File: src/rtl/lsplit_pkg.sv
package lsplit_pkg;
  typedef enum logic [1:0] {
    ST_IDLE  = 2'd0,
    ST_ISSUE = 2'd1,
    ST_WAIT  = 2'd2
  } lsplit_state_e;
endpackage

File: src/rtl/lsplit_plan.sv
module lsplit_plan #(
  parameter int AW         = 32,
  parameter int LINE_BYTES = 64,
  parameter int SZW        = 4
) (
  input  logic [AW-1:0]  addr,
  input  logic [SZW-1:0] size,
  output logic           split,
  output logic [AW-1:0]  bnd,
  output logic [SZW-1:0] size0,
  output logic [SZW-1:0] size1
);
  function automatic logic [AW-1:0] floor_line(input logic [AW-1:0] a);
    return a & ~(AW'(LINE_BYTES) - AW'(1));
  endfunction

  logic [AW-1:0] last_byte;
  logic [AW-1:0] bnd_w;

  assign last_byte = addr + AW'(size) - AW'(1);
  assign bnd_w     = floor_line(last_byte);
  assign split     = bnd_w > addr;
  assign bnd       = bnd_w;
  assign size0     = split ? SZW'(bnd_w - addr) : size;
  assign size1     = split ? SZW'(addr + AW'(size) - bnd_w) : '0;
endmodule

File: src/rtl/lsplit_lanes.sv
module lsplit_lanes #(
  parameter int MAX_BYTES = 8,
  parameter int SZW       = 4
) (
  input  logic                   write,
  input  logic [MAX_BYTES*8-1:0] wdata,
  input  logic [SZW-1:0]         off,
  input  logic [SZW-1:0]         sz,
  output logic [MAX_BYTES*8-1:0] lane_data,
  output logic [MAX_BYTES-1:0]   lane_be
);
  logic [MAX_BYTES*8-1:0] shifted;
  assign shifted = wdata >> {off, 3'b000};

  for (genvar j = 0; j < MAX_BYTES; j++) begin : g_lane
    logic in_half;
    assign in_half             = write && (int'(sz) > j);
    assign lane_be[j]          = in_half;
    assign lane_data[j*8 +: 8] = in_half ? shifted[j*8 +: 8] : 8'h00;
  end
endmodule

File: src/rtl/lsplit_merge.sv
module lsplit_merge #(
  parameter int MAX_BYTES = 8,
  parameter int SZW       = 4
) (
  input  logic                   clk,
  input  logic                   rst_n,
  input  logic                   clear,
  input  logic                   load,
  input  logic [SZW-1:0]         off,
  input  logic [SZW-1:0]         sz,
  input  logic [MAX_BYTES*8-1:0] din,
  output logic [MAX_BYTES*8-1:0] dout
);
  logic [MAX_BYTES*8-1:0] placed;
  assign placed = din << {off, 3'b000};

  for (genvar j = 0; j < MAX_BYTES; j++) begin : g_byte
    logic hit;
    assign hit = load && (j >= int'(off)) && (j < int'(off) + int'(sz));
    always_ff @(posedge clk or negedge rst_n) begin
      if (!rst_n)     dout[j*8 +: 8] <= 8'h00;
      else if (clear) dout[j*8 +: 8] <= 8'h00;
      else if (hit)   dout[j*8 +: 8] <= placed[j*8 +: 8];
    end
  end

  // a half written into the buffer never runs past its end
  p_merge_fits_r4: assert property (@(posedge clk) disable iff (!rst_n)
    load |-> (int'(off) + int'(sz) <= MAX_BYTES));
endmodule

File: src/rtl/line_split_unit.sv
module line_split_unit #(
  parameter int AW         = 32,
  parameter int LINE_BYTES = 64,
  parameter int MAX_BYTES  = 8,
  localparam int DW        = MAX_BYTES * 8,
  localparam int SZW       = $clog2(MAX_BYTES + 1)
) (
  input  logic           clk,
  input  logic           rst_n,
  input  logic           req_valid,
  output logic           req_ready,
  input  logic [AW-1:0]  req_addr,
  input  logic [SZW-1:0] req_size,
  input  logic           req_write,
  input  logic           req_atomic,
  input  logic [DW-1:0]  req_wdata,
  output logic           c_req_valid,
  input  logic           c_req_accept,
  output logic [AW-1:0]  c_req_addr,
  output logic [SZW-1:0] c_req_size,
  output logic           c_req_write,
  output logic [DW-1:0]  c_req_wdata,
  output logic [MAX_BYTES-1:0] c_req_be,
  input  logic           c_retry,
  input  logic           c_resp_valid,
  input  logic [DW-1:0]  c_resp_data,
  output logic           done_valid,
  output logic           done_error,
  output logic [DW-1:0]  done_data
);
  import lsplit_pkg::*;

  function automatic logic [AW-1:0] line_of(input logic [AW-1:0] a);
    return a & ~(AW'(LINE_BYTES) - AW'(1));
  endfunction

  lsplit_state_e  st_q;
  logic [AW-1:0]  addr_q, bnd_q;
  logic [SZW-1:0] s0_q, s1_q;
  logic           wr_q, split_q, half_q, blocked_q;
  logic [DW-1:0]  wdata_q;
  logic [1:0]     fin_q;
  logic           done_valid_q, done_err_q;

  logic           pl_split;
  logic [AW-1:0]  pl_bnd;
  logic [SZW-1:0] pl_s0, pl_s1;

  lsplit_plan #(.AW(AW), .LINE_BYTES(LINE_BYTES), .SZW(SZW)) u_plan (
    .addr(req_addr), .size(req_size), .split(pl_split),
    .bnd(pl_bnd), .size0(pl_s0), .size1(pl_s1));

  // named events
  logic ev_accept, ev_atomic_err, ev_start, ev_issue, ev_taken, ev_refused;
  logic ev_retry_clear, ev_resp, ev_final;
  logic [1:0] fin_need;

  assign req_ready      = (st_q == ST_IDLE) && !blocked_q;
  assign ev_accept      = req_valid && req_ready;
  assign ev_atomic_err  = ev_accept && pl_split && req_write && req_atomic;
  assign ev_start       = ev_accept && !ev_atomic_err;
  assign ev_issue       = (st_q == ST_ISSUE) && !blocked_q;
  assign ev_taken       = ev_issue && c_req_accept;
  assign ev_refused     = ev_issue && !c_req_accept;
  assign ev_retry_clear = blocked_q && c_retry;
  assign ev_resp        = (st_q == ST_WAIT) && c_resp_valid;
  assign fin_need       = split_q ? 2'd2 : 2'd1;
  assign ev_final       = ev_resp && (fin_q + 2'd1 == fin_need);

  logic [SZW-1:0] cur_off, cur_sz;
  assign cur_off = half_q ? s0_q : '0;
  assign cur_sz  = half_q ? s1_q : s0_q;

  lsplit_lanes #(.MAX_BYTES(MAX_BYTES), .SZW(SZW)) u_lanes (
    .write(wr_q), .wdata(wdata_q), .off(cur_off), .sz(cur_sz),
    .lane_data(c_req_wdata), .lane_be(c_req_be));

  lsplit_merge #(.MAX_BYTES(MAX_BYTES), .SZW(SZW)) u_merge (
    .clk(clk), .rst_n(rst_n), .clear(ev_accept), .load(ev_resp && !wr_q),
    .off(cur_off), .sz(cur_sz), .din(c_resp_data), .dout(done_data));

  assign c_req_valid = ev_issue;
  assign c_req_addr  = half_q ? bnd_q : addr_q;
  assign c_req_size  = cur_sz;
  assign c_req_write = wr_q;
  assign done_valid  = done_valid_q;
  assign done_error  = done_err_q;

  always_ff @(posedge clk or negedge rst_n) begin
    if (!rst_n) begin
      st_q <= ST_IDLE;  addr_q <= '0; bnd_q <= '0; s0_q <= '0; s1_q <= '0;
      wr_q <= 1'b0;     split_q <= 1'b0; half_q <= 1'b0; blocked_q <= 1'b0;
      wdata_q <= '0;    fin_q <= '0; done_valid_q <= 1'b0; done_err_q <= 1'b0;
    end else begin
      done_valid_q <= 1'b0;
      done_err_q   <= 1'b0;
      if (ev_atomic_err) begin
        done_valid_q <= 1'b1;
        done_err_q   <= 1'b1;
      end
      if (ev_start) begin
        st_q    <= ST_ISSUE;
        addr_q  <= req_addr;   bnd_q <= pl_bnd;
        s0_q    <= pl_s0;      s1_q  <= pl_s1;
        split_q <= pl_split;   wr_q  <= req_write;
        wdata_q <= req_wdata;  half_q <= 1'b0; fin_q <= '0;
      end
      if (ev_taken) st_q <= ST_WAIT;
      if (ev_refused) blocked_q <= 1'b1;
      else if (ev_retry_clear) blocked_q <= 1'b0;
      if (ev_resp) begin
        fin_q <= fin_q + 2'd1;
        if (ev_final) begin
          st_q         <= ST_IDLE;
          done_valid_q <= 1'b1;
        end else begin
          half_q <= 1'b1;
          st_q   <= ST_ISSUE;
        end
      end
    end
  end

  // every sub-request stays inside one line
  p_half_in_line_r2: assert property (@(posedge clk) disable iff (!rst_n)
    c_req_valid |-> line_of(c_req_addr) ==
                    line_of(c_req_addr + AW'(c_req_size) - AW'(1)));
  // a refused sub-request silences the port next cycle
  p_refusal_quiet_r6: assert property (@(posedge clk) disable iff (!rst_n)
    (c_req_valid && !c_req_accept) |=> (!c_req_valid && !req_ready));
  // retry re-presents the same sub-request
  p_retry_reissue_r7: assert property (@(posedge clk) disable iff (!rst_n)
    (blocked_q && c_retry) |=> (c_req_valid && $stable(c_req_addr) &&
                                $stable(c_req_size) && $stable(c_req_be)));
  // a good completion follows a sampled response
  p_done_after_resp_r5: assert property (@(posedge clk) disable iff (!rst_n)
    (done_valid && !done_error) |-> $past(c_resp_valid));
  // an error completion follows an accepted write, nothing issued
  p_err_from_write_r8: assert property (@(posedge clk) disable iff (!rst_n)
    done_error |-> (done_valid && !c_req_valid && $past(req_valid && req_write)));
  // no sub-request is presented while one is outstanding
  p_single_outstanding_r2: assert property (@(posedge clk) disable iff (!rst_n)
    (st_q == ST_WAIT) |-> !c_req_valid);
endmodule

File: config.mk
export PLATFORM = sky130hd
export DESIGN_NAME = line_split_unit
export DESIGN_NICKNAME = d
export VERILOG_FILES = /design/src/rtl/lsplit_pkg.sv /design/src/rtl/lsplit_plan.sv /design/src/rtl/lsplit_lanes.sv /design/src/rtl/lsplit_merge.sv /design/src/rtl/line_split_unit.sv
export SDC_FILE = /design/constraint.sdc
export NUM_CORES = 1
export LEC_CHECK = 0
export CAP_MARGIN = 10
export CORE_UTILIZATION = 37
export DETAILED_ROUTE_END_ITERATION = 8
export DONT_BUFFER_PORTS = 1
export PLACE_DENSITY = 0.61
export REMOVE_ABC_BUFFERS = 1
export SLEW_MARGIN = 20
export SYNTH_ARGS = -nofsm -noshare
export SYNTH_HDL_FRONTEND = slang
export SYNTH_SLANG_ARGS = --single-unit
File: constraint.sdc
create_clock -name clk -period 10.85 [get_ports clk]
set_clock_uncertainty 0.05 [all_clocks]
set_input_delay 0.5425 -clock clk [delete_from_list [all_inputs] [get_ports clk]]
set_output_delay 0.5425 -clock clk [all_outputs]
set_load 0.05 [all_outputs]
Word level (Yosys, flattened, before mapping):

Index checks and enable logic that the tools add are counted.
Widths: inputs -> output; s select.

* register bits: 204
* output and inout bits: 177
* word-level logic and storage cells: 154

* add/sub/neg operators: 6
* magnitude comparators: 25
* equality and inequality tests: 3
* shift operators: 2
* muxes and demuxes: 44
* reduce and logical (&&, ||, !) cells: 53

Operator list (number)
* $mux 8: 24
* $lt 4x32->1 const A: 4
* $lt 3x32->1 const A: 2
* $shl 64x7->64: 1
* $shr 64x7->64: 1
* $logic_and 1x1->1: 37
* $add 32x4->32: 1
* $gt 32x32->1: 1
* $lt 1x32->1 const A: 1
* $lt 2x32->1 const A: 1
* $mux 32: 1
* $sub 32x1->32 const B: 1
* $reduce_bool 2->1: 10
* $ge 3x4->1 const A: 4
* $gt 4x3->1 const B: 4
* $mux 4: 4
* $mux 2: 6
* $mux 1: 9
* $ge 1x4->1 const A: 2
* $ge 2x4->1 const A: 2
* $gt 4x1->1 const B: 2
* $gt 4x2->1 const B: 2
* $add 4x4->5: 1
* $logic_not 1->1: 4
* 8 further kinds: 8

Logic depth before layout (Yosys ltp):

* word-level depth: 11
* mapped depth: 26

By module:

A second synthesis with hierarchy kept.

* cell total of the unflattened synthesis: 1420
* area, all modules: 15197.1 sq um

Modules (own cells, without submodules)
* line_split_unit: times used 1, cells an instance 374, area an instance 6616.3 sq um
* lsplit_merge: times used 1, cells an instance 434, area an instance 4093.9 sq um
* lsplit_plan: times used 1, cells an instance 358, area an instance 2472.4 sq um
* lsplit_lanes: times used 1, cells an instance 254, area an instance 2014.4 sq um

Worst setup path after synthesis:

No wires, ideal clock.

* path type: in2reg
* start point: input port req_addr[0]
* end point: register bnd_q[25]
* library setup time: 0.125 ns
* arrival: 5.736 ns
* required time: 10.675 ns
* setup slack: 4.939 ns
* stages: 22
* path through: ha_1 inv_1 fa_1 nand2b_1 a21o_1 clkbuf_1 o31a_1 nor4_4 nand4_2 nor4_2 nand2_1 xor2_1 ha_1 a21o_1 a211oi_1 o21ai_0 o2111a_1 nor4_1 nor2b_1 a31oi_1 buf_2 mux2_2

* cells in the longest elaborated chain, start to end: 8

Ends and longest elaborated chain
* from (decl): RTL line line_split_unit.sv:12 `input logic [AW-1:0] req_addr,`
* $add 32x4->32 (*)
* $sub 32x1->32 (*): RTL line lsplit_plan.sv:20 `assign last_byte = addr + AW'(size) - AW'(1);`
* via pl_bnd[25]: RTL line line_split_unit.sv:46 `logic [AW-1:0] pl_bnd;`
* $gt 32x32->1: RTL line lsplit_plan.sv:22 `assign split = bnd_w > addr;`
* $logic_and 1x1->1 (3 in a row): RTL line line_split_unit.sv:60 `assign ev_atomic_err = ev_accept && pl_split && req_write && req_atomic;`
* $logic_not 1->1: RTL line line_split_unit.sv:61 `assign ev_start = ev_accept && !ev_atomic_err;`
* $logic_and 1x1->1: RTL line line_split_unit.sv:61
* to (signal assigned): RTL line line_split_unit.sv:103 `addr_q <= req_addr; bnd_q <= pl_bnd;`
* to (decl): RTL line line_split_unit.sv:38 `logic [AW-1:0] addr_q, bnd_q;`

The timed path passes the listed nets; every way through them passes the cells marked *.
A chain may end at the register's enable or synchronous reset.

Final worst setup path:

* start point: input port req_addr[0]
* end point: register bnd_q[29]

* cells in the longest elaborated chain, start to end: 8

Ends and longest elaborated chain (RTL line)
* $add 32x4->32
* $sub 32x1->32: lsplit_plan.sv:20
* via pl_bnd[24]: line_split_unit.sv:46
* $gt 32x32->1: lsplit_plan.sv:22
* $logic_and 1x1->1 (3 in a row): line_split_unit.sv:60
* $logic_not 1->1: line_split_unit.sv:61
* $logic_and 1x1->1: line_split_unit.sv:61

The timed path passes the listed nets, and every way through them passes these cells.

==> metrics <==
status complete, no violations; Period minus WS final between 6 and 7 ns; Placed Cells 2037; Finished Layout Cells 2091; gr ovfl total 0; Yosys top cell by area dfrtp_1; Area growth syn-to-layout 10.5%; Post-synth EDFFs 0; clk root buf clkbuf_16; P_sw about 3.2 mW; Final Cycle Share around three fifths; Finished Cell Area 0.0153 mm^2; Rows 70; Most used DFF post-synth dfrtp_1; Power Total 5.65 mW; maxcap violations 0; routed vias 12500; Final Max Slew Viols 0; met3 usage 8.91%; switching power share of the total 56.4%; Detailed Place HPWL 36000 um; setup TNS 0 ns; Starting DRT DRC Count 817; routing usage on met2 about two fifths; count leader, synth nand2_1; crit start category primary input; layout cells sized above 1 11.5%; post-cts resize count 0; Final nets 1809; Worst setup EP type register; peak supply drop about 190 uV; area share of the largest cell type after synthesis ~37%; asr flop ratio synth 100%; Setup violations, final 0; clk sink count 204; CTS Buf Count 26; distinct cell type count after synthesis 67; worst hold stages 1; Die H 196 um; crit path DAT between 7 and 8 ns; RSZ-0062 raised after global routing false; Cell Chain, Critical Path ha_1 -> inv_1 -> fa_1 -> nand2b_1 -> a21oi_1 -> nand2_1 -> nor3_1 -> o2111ai_1 -> nor4_4 -> mux2i_1 -> xnor2_1 -> ha_1 -> nand4_1 -> nor2_1 -> a221oi_1 -> o41ai_1 -> nor4_1 -> nor2b_1 -> buf_4 -> a31oi_4 -> buf_4 -> mux2_2; full die area between 0.03 and 0.04 mm^2; placement-stage cell area 0.0144 mm^2; Pwr Density 369 mW/mm^2; Setup Buffers After CTS 0; Rel. slew slack 20.2%; reg2reg end u_merge.dout[49]$_DFFE_PN0P_; Slew @ Worst Pin 1.19 ns; Hold Buf Count CTS 1; register area share after synthesis 36.8%; port bufs 0; clock buffer depth 3; Max stage delay cell, worst path nor4_1; Initial Util 37.7%; drt total wl 51000 um; leakage power 6.88 nW; Hold Startpoint c_req_accept; Syn Std Cell Area ~0.014 mm^2; via count of the first global-routing pass 12200; largest net degree at the start of global routing 205; Mean Syn Cell Area 8.42 um^2; gr busiest metal met2; Setup Crit Path Kind primary input to register; die width 196 um; Yosys Warn Count 0; R2R setup slack about 6.4 ns; top area cells in the synthesized netlist dfrtp_1, nand2_1, mux4_2; Reg2Reg Launch Point half_q$_DFF_PN0_; H-tree lvl count 1; DRC 0; reg2reg path depth 12; Hold EP st_q[0]$_DFFE_PN0P_; CP max FO 58; Flop pwr share 29.7%; CP bufs+invs 3; delay-heaviest family, CP simple AND/OR/NAND/NOR gates; clock input transition at the sequential cells of the worst setup and hold paths 0.06 ns; Synth top cells by count nand2_1, dfrtp_1, nor2_1; DR vias/cell 5.97; grt met1 use 32.9%; CP max stage delay 0.81 ns; P_int 2.46 mW; num ports 349; Req. time, crit path 11.23 ns; All-Layer GR Usage a little over a quarter; Clock Latency Late Sink about 0.55 ns; initial antenna violation count 4; first-pass GRT wire length around 76000 um; Final GP Congestion 0.901; post-route ant nets 0; clock power share ~16%; core area 0.0368 mm^2; Yosys reg bits 204; DR WL/cell 24.4 um; CTS tree built; cells after synthesis roughly 1600; Logic pwr share between 50% and 60%; Fin. Hold Viols 0; number of detailed-route iterations in the first pass 6; fill count 3671; fmax 0.149 GHz; worst min path class primary input to register
==> cell type report <==
| cell class | count | area (um^2) | area share, % |
|---|---|---|---|
| multi-input combinational | 1283 | 8200 | 53.5 |
| clock inverter | 8 | 92.6 | 0.604 |
| sequential | 204 | 5110 | 33.3 |
| timing repair buffer | 33 | 323 | 2.11 |
| clock buffer | 40 | 805 | 5.25 |
| inverter | 52 | 198 | 1.29 |
| antenna | 3 | 7.51 | 0.0490 |
| tap | 468 | 586 | 3.82 |
==> flip-flops by register name (all words and copies together) (netlist names) <==
signal / flops
addr_q: 32
blocked_q: 1
bnd_q: 26
c_req_write: 1
done_error: 1
done_valid: 1
fin_q: 2
half_q: 1
s0_q: 4
s1_q: 4
split_q: 1
st_q: 2
u_merge.dout: 64
wdata_q: 64
==> worst max path at each step <==
stage / slack, ns / cells past startpoint / startpoint / to
3_3_place_gp: 3.80 / 22 / req_addr[0] / bnd_q[26]$_DFFE_PN0P_
5_1_grt: 3.52 / 22 / req_addr[0] / bnd_q[26]$_DFFE_PN0P_
3_5_place_dp: 3.68 / 22 / req_addr[0] / bnd_q[31]$_DFFE_PN0P_
2_1_floorplan: 1.28 / 17 / req_addr[3] / s1_q[0]$_DFFE_PN0P_
6_report: 4.16 / 22 / req_addr[0] / bnd_q[29]$_DFFE_PN0P_
4_1_cts: 4.25 / 22 / req_addr[0] / bnd_q[31]$_DFFE_PN0P_
==> per-stage QoR <==
| step | setup slack, ns | hold WS [ns] | utilization, % |
|---|---|---|---|
| after floorplan | 1.28 | 0.197 | - |
| after global placement | 3.80 | 0.208 | 38.9 |
| after detailed placement | 3.68 | 0.208 | 39.0 |
| after CTS | 4.25 | 0.00733 | 41.5 |
| after global routing | 3.52 | 0.0167 | 41.6 |
| final | 4.16 | 0.0286 | 41.6 |
==> worst register-to-register path, stage by stage (launching register included) <==
cell and delay [ns]:
dfrtp_2 0.34, buf_4 0.49, nand2_1 0.69, inv_1 0.72, ha_1 0.39, nand4bb_1 0.11
o21ai_0 0.14, nand2_1 0.18, a21oi_1 0.06, a31oi_1 0.14, nand2_1 0.41, or3_1 0.50
a21oi_1 0.12
==> routing by layer <==
| metal | vias up | routed length, um |
|---|---|---|
| met5 | - | 32 |
| met4 | 4 | 2180 |
| met3 | 125 | 5480 |
| met2 | 592 | 22700 |
| met1 | 6055 | 20700 |
| li1 | 5697 | - |
==> kinds of logic (layout without fill, tap and decap cells) <==
logic type	Yosys count	in the layout	share of synthesized area, %
simple gates	768	768	24.8
fa+ha+maj	37	37	3.45
xor+xnor	51	51	3.22
mux	142	142	14.6
flops	204	204	36.8
other cells	0	3	0
buf+inv	159	133	4.65
compound gates	285	285	12.5
==> layout by cell type (no fill, tap or decap), drive strengths merged, types with 12 or more instances in the layout <==
master / Yosys / layout
and3: 21 / 21
clkbuf: 73 / 40
nand4: 18 / 18
nor4: 18 / 18
a22oi: 26 / 26
mux2i: 58 / 58
ha: 35 / 35
xor2: 13 / 13
xnor2: 38 / 38
nor2: 113 / 113
inv: 51 / 51
a21oi: 65 / 65
nor3: 31 / 31
dfrtp: 204 / 204
nand2b: 12 / 12
and2: 16 / 16
a211oi: 13 / 13
o21ai: 104 / 104
nand2: 408 / 408
mux2: 40 / 40
mux4: 44 / 44
a31oi: 15 / 15
nor2b: 21 / 21
nand3: 86 / 86
buf: 34 / 32
==> power by group through the flow <==
stage	Clock, mW	Combinational, mW	Sequential, mW
after global placement	0	2.99	1.67
after global routing	0.961	3.27	1.71
after detailed placement	0	3.04	1.68
after floorplan	0	2.38	1.57
final	0.908	3.07	1.68
after CTS	0.933	3.06	1.67
Note: power is estimated with default switching activity, not from simulation.
